===== src/rtl/scl_div_pkg.sv =====
package scl_div_pkg;
    typedef enum logic [1:0] {
        SD_IDLE = 2'd0,
        SD_HIGH = 2'd1,
        SD_LOW  = 2'd2
    } sd_state_e;
endpackage


===== src/rtl/scl_div_stage.sv =====
// Programmable modulo counter: advances on each step, wraps after LIMIT+1 steps.
module scl_div_stage #(
    parameter int W = 2
) (
    input  logic         clk,
    input  logic         rst_n,
    input  logic         clr,
    input  logic         step,
    input  logic [W-1:0] limit,
    output logic         wrap
);
    logic [W-1:0] cnt_q;

    assign wrap = step && (cnt_q == limit);

    always_ff @(posedge clk or negedge rst_n) begin
        if (!rst_n) begin
            cnt_q <= '0;
        end else if (clr) begin
            cnt_q <= '0;
        end else if (step) begin
            cnt_q <= wrap ? '0 : cnt_q + 1'b1;
        end
    end

    p_cnt_bound_r2: assert property (@(posedge clk) disable iff (!rst_n)
        cnt_q <= limit);
endmodule


===== src/rtl/scl_div_ctrl.sv =====
// Half-period counter and high/low state machine.
module scl_div_ctrl
    import scl_div_pkg::*;
#(
    parameter int HALF_TICKS = 11
) (
    input  logic clk,
    input  logic rst_n,
    input  logic en,
    input  logic tick,
    output logic reload,
    output logic scl_ref,
    output logic qtr_tick
);
    localparam int HW = (HALF_TICKS > 1) ? $clog2(HALF_TICKS) : 1;
    localparam logic [HW-1:0] LAST = HW'(HALF_TICKS - 1);
    localparam logic [HW-1:0] MID  = HW'(HALF_TICKS / 2);

    sd_state_e state_q, state_d;
    logic [HW-1:0] half_q;
    logic half_end;
    logic qtr_q;

    assign half_end = tick && (half_q == LAST);
    assign reload   = !en || (half_end && (state_q == SD_LOW));

    always_ff @(posedge clk or negedge rst_n) begin
        if (!rst_n) begin
            half_q <= '0;
        end else if (!en) begin
            half_q <= '0;
        end else if (tick) begin
            half_q <= half_end ? '0 : half_q + 1'b1;
        end
    end

    always_comb begin
        state_d = state_q;
        unique case (state_q)
            SD_IDLE: if (en) state_d = SD_HIGH;
            SD_HIGH: begin
                if (!en)           state_d = SD_IDLE;
                else if (half_end) state_d = SD_LOW;
            end
            SD_LOW: begin
                if (!en)           state_d = SD_IDLE;
                else if (half_end) state_d = SD_HIGH;
            end
            default: state_d = SD_IDLE;
        endcase
    end

    always_ff @(posedge clk or negedge rst_n) begin
        if (!rst_n) state_q <= SD_IDLE;
        else        state_q <= state_d;
    end

    always_ff @(posedge clk or negedge rst_n) begin
        if (!rst_n) qtr_q <= 1'b0;
        else        qtr_q <= en && tick && ((half_q == LAST) || (half_q == MID));
    end

    always_comb begin
        scl_ref  = (state_q != SD_LOW);
        qtr_tick = qtr_q;
    end

    p_idle_quiet_r6: assert property (@(posedge clk) disable iff (!rst_n)
        !en |=> (scl_ref && !qtr_tick));
    p_edge_has_strobe_r5: assert property (@(posedge clk) disable iff (!rst_n)
        (!$stable(scl_ref) && state_q != SD_IDLE) |-> qtr_tick);
    p_strobe_single_r5: assert property (@(posedge clk) disable iff (!rst_n)
        qtr_tick |=> !qtr_tick);
    p_half_range_r4: assert property (@(posedge clk) disable iff (!rst_n)
        half_q <= LAST);
endmodule


===== src/rtl/scl_tick_gen.sv =====
module scl_tick_gen #(
    parameter int A_W        = 2,
    parameter int B_W        = 6,
    parameter int HALF_TICKS = 11
) (
    input  logic           clk,
    input  logic           rst_n,
    input  logic           en,
    input  logic [A_W-1:0] div_a,
    input  logic [B_W-1:0] div_b,
    output logic           qtr_tick,
    output logic           scl_ref
);
    logic [A_W-1:0] sh_a;
    logic [B_W-1:0] sh_b;
    logic a_wrap, b_wrap, reload;

    always_ff @(posedge clk or negedge rst_n) begin
        if (!rst_n) begin
            sh_a <= '0;
            sh_b <= '0;
        end else if (reload) begin
            sh_a <= div_a;
            sh_b <= div_b;
        end
    end

    scl_div_stage #(.W(A_W)) u_stage_a (
        .clk(clk), .rst_n(rst_n), .clr(!en), .step(en),
        .limit(sh_a), .wrap(a_wrap)
    );

    scl_div_stage #(.W(B_W)) u_stage_b (
        .clk(clk), .rst_n(rst_n), .clr(!en), .step(a_wrap),
        .limit(sh_b), .wrap(b_wrap)
    );

    scl_div_ctrl #(.HALF_TICKS(HALF_TICKS)) u_ctrl (
        .clk(clk), .rst_n(rst_n), .en(en), .tick(b_wrap),
        .reload(reload), .scl_ref(scl_ref), .qtr_tick(qtr_tick)
    );

    p_shadow_at_rise_r7: assert property (@(posedge clk) disable iff (!rst_n)
        ($past(en) && en && !$stable({sh_a, sh_b})) |-> $rose(scl_ref));
endmodule


===== config.mk =====
export PLATFORM = sky130hd
export DESIGN_NAME = scl_tick_gen
export DESIGN_NICKNAME = d
export VERILOG_FILES = /design/src/rtl/scl_div_pkg.sv /design/src/rtl/scl_div_stage.sv /design/src/rtl/scl_div_ctrl.sv /design/src/rtl/scl_tick_gen.sv
export SDC_FILE = /design/constraint.sdc
export NUM_CORES = 1
export LEC_CHECK = 0
export CAP_MARGIN = 20
export CORE_ASPECT_RATIO = 0.6
export CORE_MARGIN = 2
export CORE_UTILIZATION = 49
export DETAILED_ROUTE_END_ITERATION = 16
export PLACE_DENSITY_LB_ADDON = 0.3
export RECOVER_POWER = 25
export SLEW_MARGIN = 5
export SYNTH_ARGS = -nofsm -noshare
export SYNTH_HDL_FRONTEND = slang
export SYNTH_HIERARCHICAL = 1
export SYNTH_SLANG_ARGS = --single-unit

===== constraint.sdc =====
create_clock -name clk -period 4.2 [get_ports clk]
set_clock_uncertainty 0.1 [all_clocks]
set_input_delay 1.26 -clock clk [delete_from_list [all_inputs] [get_ports clk]]
set_output_delay 1.26 -clock clk [all_outputs]
set_load 0.005 [all_outputs]

; After elaboration in Yosys (flattened, before gate mapping)
; Cells that the tools add are included.
[word_totals]
output_inout_bits = 2
regBits = 23
wordCells = 47
input_bits = 11
[classes]
n_mux = 14
eq_ne = 12
n_reduce_logical = 11
add_sub_neg = 3
[op_table]
columns = cell, n
row1 = 6-bit 2-to-1 mux, 3
row2 = 2-bit 2-to-1 mux, 7
row3 = 4-bit 2-to-1 mux, 3
row4 = 6-bit by 1-bit adder with 6-bit output (second input constant), 1
row5 = 6-bit equality test, 1
row6 = 1-bit logical AND, 6
row7 = 3-bit by 2-bit != test with 1-bit output (second input constant), 2
row8 = 2-bit case mux with 3 select lines, 1
row9 = 4-bit by 1-bit adder with 4-bit output (second input constant), 1
row10 = 4-bit by 3-bit equality test with 1-bit output (second input constant), 1
row11 = 4-bit equality test (second input constant), 1
row12 = 2-bit by 1-bit != test with 1-bit output (second input constant), 2
row13 = 2-bit != test (second input constant), 2
row14 = 3-bit AND reduction, 1
row15 = 2-bit by 1-bit adder with 2-bit output (second input constant), 1
row16 = 2-bit by 1-bit equality test with 1-bit output (second input constant), 1
row17 = 2-bit equality test, 1
row18 = 2-bit equality test (second input constant), 1
row19 = 2-bit logical NOT, 1
row20 = 1-bit logical OR, 2
row21 = 1-bit logical NOT, 1

; Logic depth before layout (Yosys ltp)
; Gate-level depths: netlist of the first run.
[logic_depth]
depth_word = 7
depth_mapped = 10
depth_no_buf = 7

; By module
; The synthesis of the first run kept the hierarchy.
[by_module_without_submodules]
columns = mod, instances, cells_per_inst, area_each_um2, seq_area_each_um2
row1 = scl_div_ctrl, 1, 42, 425.4, 175.2
row2 = scl_div_stage (u_stage_b), 1, 37, 377.9, 150.1
row3 = scl_tick_gen, 1, 18, 335.3, 200.2
row4 = scl_div_stage (u_stage_a), 1, 14, 131.4, 50.0

; Worst setup path after synthesis of the first run
; Ideal clock, no wire load.
[synth_timing]
kind = in2reg
from = input port en
to = register sh_a[0]
n_path_buf = 3
arrival_ps = 2947
required_time_ps = 3975
stages = 9
setup_time_ps = 125
setup_slack_ps = 1028
cell_sequence = and3_1 -> clkbuf_2 -> nand4_1 -> nor4_4 -> buf_4 -> nand4b_4 -> o21ai_0 -> buf_6 -> mux2_4
[synth_via]
elab_chain_len = 5
word_cells_on_any_way = 6
cone_classes = 6 x reduce/logical
[synth_lines]
columns = item, line_no
row1 = start: declaration, scl_tick_gen.sv:8  ; input logic en,
row2 = 1-bit logical AND (2 in a row), scl_div_stage.sv:14  ; assign wrap = step && (cnt_q == limit);
row3 = named net b_wrap, scl_tick_gen.sv:16  ; logic a_wrap, b_wrap, reload;
row4 = 1-bit logical AND, scl_div_ctrl.sv:24  ; assign half_end = tick && (half_q == LAST);
row5 = 1-bit logical AND, scl_div_ctrl.sv:25  ; assign reload = !en || (half_end && (state_q == SD_LOW));
row6 = 1-bit logical OR, scl_div_ctrl.sv:25
row7 = named net reload, scl_tick_gen.sv:16
row8 = end signal: assignment, scl_tick_gen.sv:23  ; sh_a <= div_a;
row9 = end: declaration, scl_tick_gen.sv:14  ; logic [A_W-1:0] sh_a;
; The timed path passes the listed nets, and every way through them passes these cells.
; A chain may end at the register's enable or synchronous reset.

; Worst setup path after layout of the first run
[layout_timing]
from = input port en
to = register sh_a[0]
[layout_via]
elab_chain_len = 5
word_cells_on_any_way = 6
cone_classes = 6 x reduce/logical
[layout_lines]
columns = item, line_no
row1 = 1-bit logical AND, scl_div_stage.sv:14
row2 = named net a_wrap, scl_tick_gen.sv:16
row3 = 1-bit logical AND, scl_div_stage.sv:14
row4 = named net b_wrap, scl_tick_gen.sv:16
row5 = 1-bit logical AND, scl_div_ctrl.sv:24
row6 = 1-bit logical AND, scl_div_ctrl.sv:25
row7 = 1-bit logical OR, scl_div_ctrl.sv:25
row8 = named net reload, scl_tick_gen.sv:16
; The timed path passes the listed nets, and every way through them passes these cells.

==> results of run 1 <==
-- flip-flops by register name (all words and copies together) (netlist names) --
name and flops:
sh_a 2, sh_b 6, u_ctrl/half_q 4, u_ctrl/qtr_tick 1
u_ctrl/state_q 2, u_stage_a/cnt_q 2, u_stage_b/cnt_q 6
-- cells in the mapped netlist (all sizes together) (2+ instances only) --
cell / n
dfrtp: 23
nand3b: 5
nand2b: 4
nand3: 2
mux2: 8
nand4b: 2
o2111ai: 2
and3: 2
buf: 3
nand2: 7
inv: 5
nor3: 4
xnor2: 7
a21oi: 2
nor2: 3
a21boi: 2
clkbuf: 2
xor2: 6
o21ai: 5
ha: 4
-- cells in the final DEF (no fill, tap or decap), drive strengths merged, types with 2 or more instances in the layout --
master,synthesis,final
clkbuf,2,5
a21boi,2,2
a21oi,2,2
clkdlybuf4s50,0,11
dfrtp,23,23
xnor2,7,7
nand2b,4,4
ha,4,4
o2111ai,2,2
buf,3,4
nand2,7,7
nand3b,5,5
nor3,4,4
nand3,2,2
o21ai,5,5
nand4b,2,2
xor2,6,6
nor2,3,3
and3,2,2
inv,5,5
mux2,8,8
-- power by group through the flow --
stage | combinational [mW] | sequential (mW) | clock (mW)
3_3_place_gp | 0.0581 | 0.248 | 0
3_5_place_dp | 0.0613 | 0.248 | 0
4_1_cts | 0.0619 | 0.244 | 0.139
5_1_grt | 0.0672 | 0.246 | 0.150
2_1_floorplan | 0.0407 | 0.245 | 0
6_report | 0.0615 | 0.244 | 0.134
-- final timing paths --
path                                     start                              to  slack (ps)
setup / recovery                            en             sh_a[0]$_DFFE_PN0P_         870
hold / removal             sh_b[2]$_DFFE_PN0P_             sh_b[2]$_DFFE_PN0P_         440
setup reg to reg           sh_a[1]$_DFFE_PN0P_             sh_a[0]$_DFFE_PN0P_        1690
hold reg to reg            sh_b[2]$_DFFE_PN0P_             sh_b[2]$_DFFE_PN0P_         440
max in group asynchronous                rst_n  u_stage_a/cnt_q[1]$_DFFE_PN0P_        1730
min in group asynchronous                rst_n    u_ctrl/half_q[3]$_DFFE_PN0P_        1250
-- through the flow --
stage / area (um^2) / setup slack (ps)
after global routing: 1480 / 764
final: 1480 / 870
after CTS: 1470 / 871
after detailed placement: 1430 / 600
after global placement: 1430 / 714
after floorplan: 1270 / 1030
-- metal layers --
metal | track usage | wire, um | vias up
met2 | 0.292 | 1070 | 16
met3 | 0.0628 | 100 | 4
met4 | 0.0654 | 30 | 0
met5 | 0 | 0 | -
li1 | - | - | 420
met1 | 0.238 | 1200 | 426
-- critical path: stages --
cell	delay, ps
clkdlybuf4s50_1	480
and3_1	320
nand4_1	200
nor4_4	240
nand4b_4	170
o21ai_1	200
buf_4	200
mux2_4	310
-- logic make-up after synthesis --
kind of cell               share of synthesized area
and+or+nand+nor                                0.185
DFF                                            0.453
AOI/OAI and AO/OA                             0.0897
xor gates and xnor gates                      0.0897
buffers and inverters                         0.0404
muxes                                          0.102
adders and majority gates                     0.0394
-- final cells by class --
type                    count  area share
clock buffers               4      0.0305
inverters                   5      0.0127
multi-input cells          78       0.436
flip-flops and latches     23       0.390
well taps                  32      0.0271
repair buffers             17       0.104
==> results.cfg, run 1 <==
[clock_network]
clkSinkCount = 23
cts_hold_buf = 0
clk-insertion-delay-late_ps = 260
ctsResizeCount = 0
cts_setup_buffers = 0
clk_pin_slew_ps = 70
h-tree-depth = 1
clockBufferDepth = 2
cts_buffers = 3
cts_tree = yes
cts_root_buf = clkbuf_8

[cells_and_area]
syn_to_final_growth_pct = 16.3
multi_input_area_um2 = 643
drive_gt1_frac = 0.142
antenna_cells = 0
fillers = 200
seq_area_um2 = 576
final_cells = 159
post-route-util = 0.594
num-nets-final = 143

[place]
place_inst = 154
hpwlAfterDp_um = 1750
place_congestion = 0.746
portBuffers = 12

[grt]
grt_pass1_vias = 891
grt_overflow = 0
antenna_found_initial = 0
grt_util_all_layers = 0.183
grt_pass1_wl_um = 4180
grt_max_degree = 24

[routing]
route.detailed.drc = 0
via_per_inst = 5.45
firstDrtPassIters = 4
num_vias = 866
drt-wirelength-per-cell_um = 15.1
ant_nets = 0
first_iter_violations = 55
drt_wl_total_um = 2410

[sta]
finalSetupViolations = 0
slew_headroom = 0.484
finalCritPeriodShare = 0.793
tightest_slew_ps = 775
fmax_mhz = 300
grt_setup_unrepaired = false
period_minus_slack_ps = 3330
whs_ps = 441
finalHoldViolCount = 0
setup-tns-final_ps = 0
maxSlewViolCount = 0

[synth]
seq_area_frac_synth = 0.453
ys.warnings.count = 6
yosysTopAreaCell = dfrtp_1
async_reset_ff_frac = 1.00
syn_avg_cell_area_um2 = 11.4
synth_area_um2 = 1270
ys_types = 40
syn_nets = 126
synth_top_flop_cell = dfrtp_1
ys_ff_latch = 23
synthTopCellsByArea = dfrtp_1 45%, mux2_4 9.5%, xnor2_1 4.8%
synth_cells = 111
synth_edf_count = 0
yosys.area.top_type_share = 0.453

[power]
p_int_mw = 0.335
vdd_drop_max_v = 0.000228
p_leak_nw = 0.667
total_power_mw = 0.440
p_seq_frac = 0.555
power_density_nw_per_um2 = 298
combPwrFrac = 0.140
p_sw_mw = 0.105
p_clk_frac = 0.305
swShare = 0.238

[setup_path]
worstPathMaxFanout = 8
crit_type = input port to register
cp.arrival_ps = 3380
critPathRequiredTime_ps = 4250
cp-end-kind = register
reg2reg_depth = 8
critPathLaunchType = input port

[die]
pin_count = 13
num_rows = 14
die_width_um = 69.7
die_y_um = 43.4
initial_core_util = 0.511
core_um2 = 2490
dieArea_um2 = 3030

[min_path]
worstHoldPathType = register to register
whs_path_depth = 1

[job]
drv_cap = 0

[status]
status = finished, final reports clean
Power figures use the tool's default switching activity.
==> inputs of run 2 (changes only) <==
==> constraint.sdc (replaced) <==
create_clock -name clk -period 3.4 [get_ports clk]
set_clock_uncertainty 0.1 [all_clocks]
set_input_delay 1.02 -clock clk [delete_from_list [all_inputs] [get_ports clk]]
set_output_delay 1.02 -clock clk [all_outputs]
set_load 0.005 [all_outputs]
==> run 2 against run 1 <==
Clock power grew 25%. Global-route usage is 0.30 points lower. Register-to-register slack worse by 620 ps. Via count decreased by 0.81%. Largest power group unchanged. Worst hold slack better by 4.6 ps. Sequential share of layout area down 0.20 points. Count of clock-buffer cells in the layout did not move. Sequential power is 24% higher. Setup slack got worse by 380 ps.
==> results.cfg, run 2 (synthesis results as in run 1) <==
[cells_and_area]
design_area_um2 = 1480
top_regs = sh_b x6, u_stage_b/cnt_q x6, u_ctrl/half_q x4
mostFrequentLayoutCells = 23 x dfrtp_1, 11 x clkdlybuf4s50_1, 8 x mux2_4
antenna_cells = 0
fillers = 206
post-route-util = 0.597
num-nets-final = 144
syn_to_final_growth_pct = 16.8
mostFrequentLayoutCell = dfrtp_1
drive_gt1_frac = 0.148
final_cells = 160

[sta]
finalCritPeriodShare = 0.855
setup-tns-final_ps = 0
whs_ps = 445
slew_headroom = 0.185
finalSetupViolations = 0
grt_setup_unrepaired = false
finalHoldViolCount = 0
period_minus_slack_ps = 2910
setup_slack_ps = 493
tightest_slew_ps = 1220
fmax_mhz = 344
maxSlewViolCount = 0

[clock_network]
h-tree-depth = 1
clk-insertion-delay-late_ps = 260
ctsResizeCount = 0
cts_hold_buf = 0
cts_root_buf = clkbuf_8
clk_pin_slew_ps = 80
cts_buffers = 3
clockBufferDepth = 2
clkSinkCount = 23
cts_tree = yes
cts_setup_buffers = 0

[die]
die_width_um = 69.7
die_y_um = 43.4
core_um2 = 2490
dieArea_um2 = 3030
num_rows = 14
pin_count = 13
initial_core_util = 0.511

[setup_path]
cp.arrival_ps = 2960
crit_path_max_incr_delay_ps = 490
critPathLaunchType = input port
critPathRequiredTime_ps = 3450
path_cells = clkdlybuf4s50_1 > and3_1 > nand4_1 > nor4_4 > nand4b_4 > o21ai_1 > buf_4 > mux2_4
worstPathMaxFanout = 5
reg2reg_setup_slack_ps = 1070
cp-end-kind = register
crit_type = input port to register
slowest_stage = clkdlybuf4s50_1

[power]
p_leak_nw = 0.673
total_power_mw = 0.547
power_density_nw_per_um2 = 368
vdd_drop_max_v = 0.000215

[routing]
num_vias = 859
first_iter_violations = 32
ant_nets = 0
via_per_inst = 5.37
drt_wl_total_um = 2460
firstDrtPassIters = 4
route.detailed.drc = 0
drt-wirelength-per-cell_um = 15.3

[place]
placed_cell_area_um2 = 1440
pre_cts_ws_ps = 223
place_congestion = 0.769
hpwlAfterDp_um = 1760
portBuffers = 12
place_inst = 156

[grt]
grt_overflow = 0
grt_max_degree = 24
grt_util_all_layers = 0.180
grt_pass1_wl_um = 4130
grt_pass1_vias = 849
antenna_found_initial = 0

[status]
status = finished, final reports clean

[job]
drv_cap = 0

[min_path]
worstHoldPathType = register to register
==> run 2: path summary, 6_finish.rpt <==
path | start | to | cells after the start
worst max register to register | u_stage_a/cnt_q[0]$_DFFE_PN0P_ | sh_a[1]$_DFFE_PN0P_ | 8
max in group asynchronous | rst_n | u_ctrl/qtr_tick$_DFF_PN0_ | 2
min in group asynchronous | rst_n | u_ctrl/half_q[0]$_DFFE_PN0P_ | 2
worst min register to register | sh_b[1]$_DFFE_PN0P_ | sh_b[1]$_DFFE_PN0P_ | 1
worst min-delay path | sh_b[1]$_DFFE_PN0P_ | sh_b[1]$_DFFE_PN0P_ | 1
worst max-delay path | en | sh_a[1]$_DFFE_PN0P_ | 8
==> run 2: per-layer routing <==
metal,part of all wire,global-route usage,vias to the layer above
met5,0,0,-
met4,0.0033,0.0423,0
met3,0.043,0.0674,2
met2,0.44,0.285,12
met1,0.52,0.242,419
li1,-,-,426
==> run 2: power breakdown <==
| group | internal [mW] | switching (mW) | total, mW |
|---|---|---|---|
| Clock | 0.0836 | 0.0835 | 0.167 |
| Combinational | 0.0447 | 0.0330 | 0.0777 |
| Sequential | 0.287 | 0.0146 | 0.302 |
| Total | 0.415 | 0.131 | 0.547 |
==> run 2: worst max-delay path, delay by kind of cell <==
family	cells	cell delay, ps
simple gates	4	760
buf+inv	2	680
mux	1	300
compound gates	1	190
==> run 2: layout make-up <==
class / instances / area, um^2 / area share
clock buffer: 4 / 45.0 / 0.0304
inverter: 5 / 18.8 / 0.0126
multi-input combinational: 78 / 643 / 0.433
sequential: 23 / 576 / 0.388
tap: 32 / 40.0 / 0.0270
timing repair buffer: 18 / 161 / 0.109
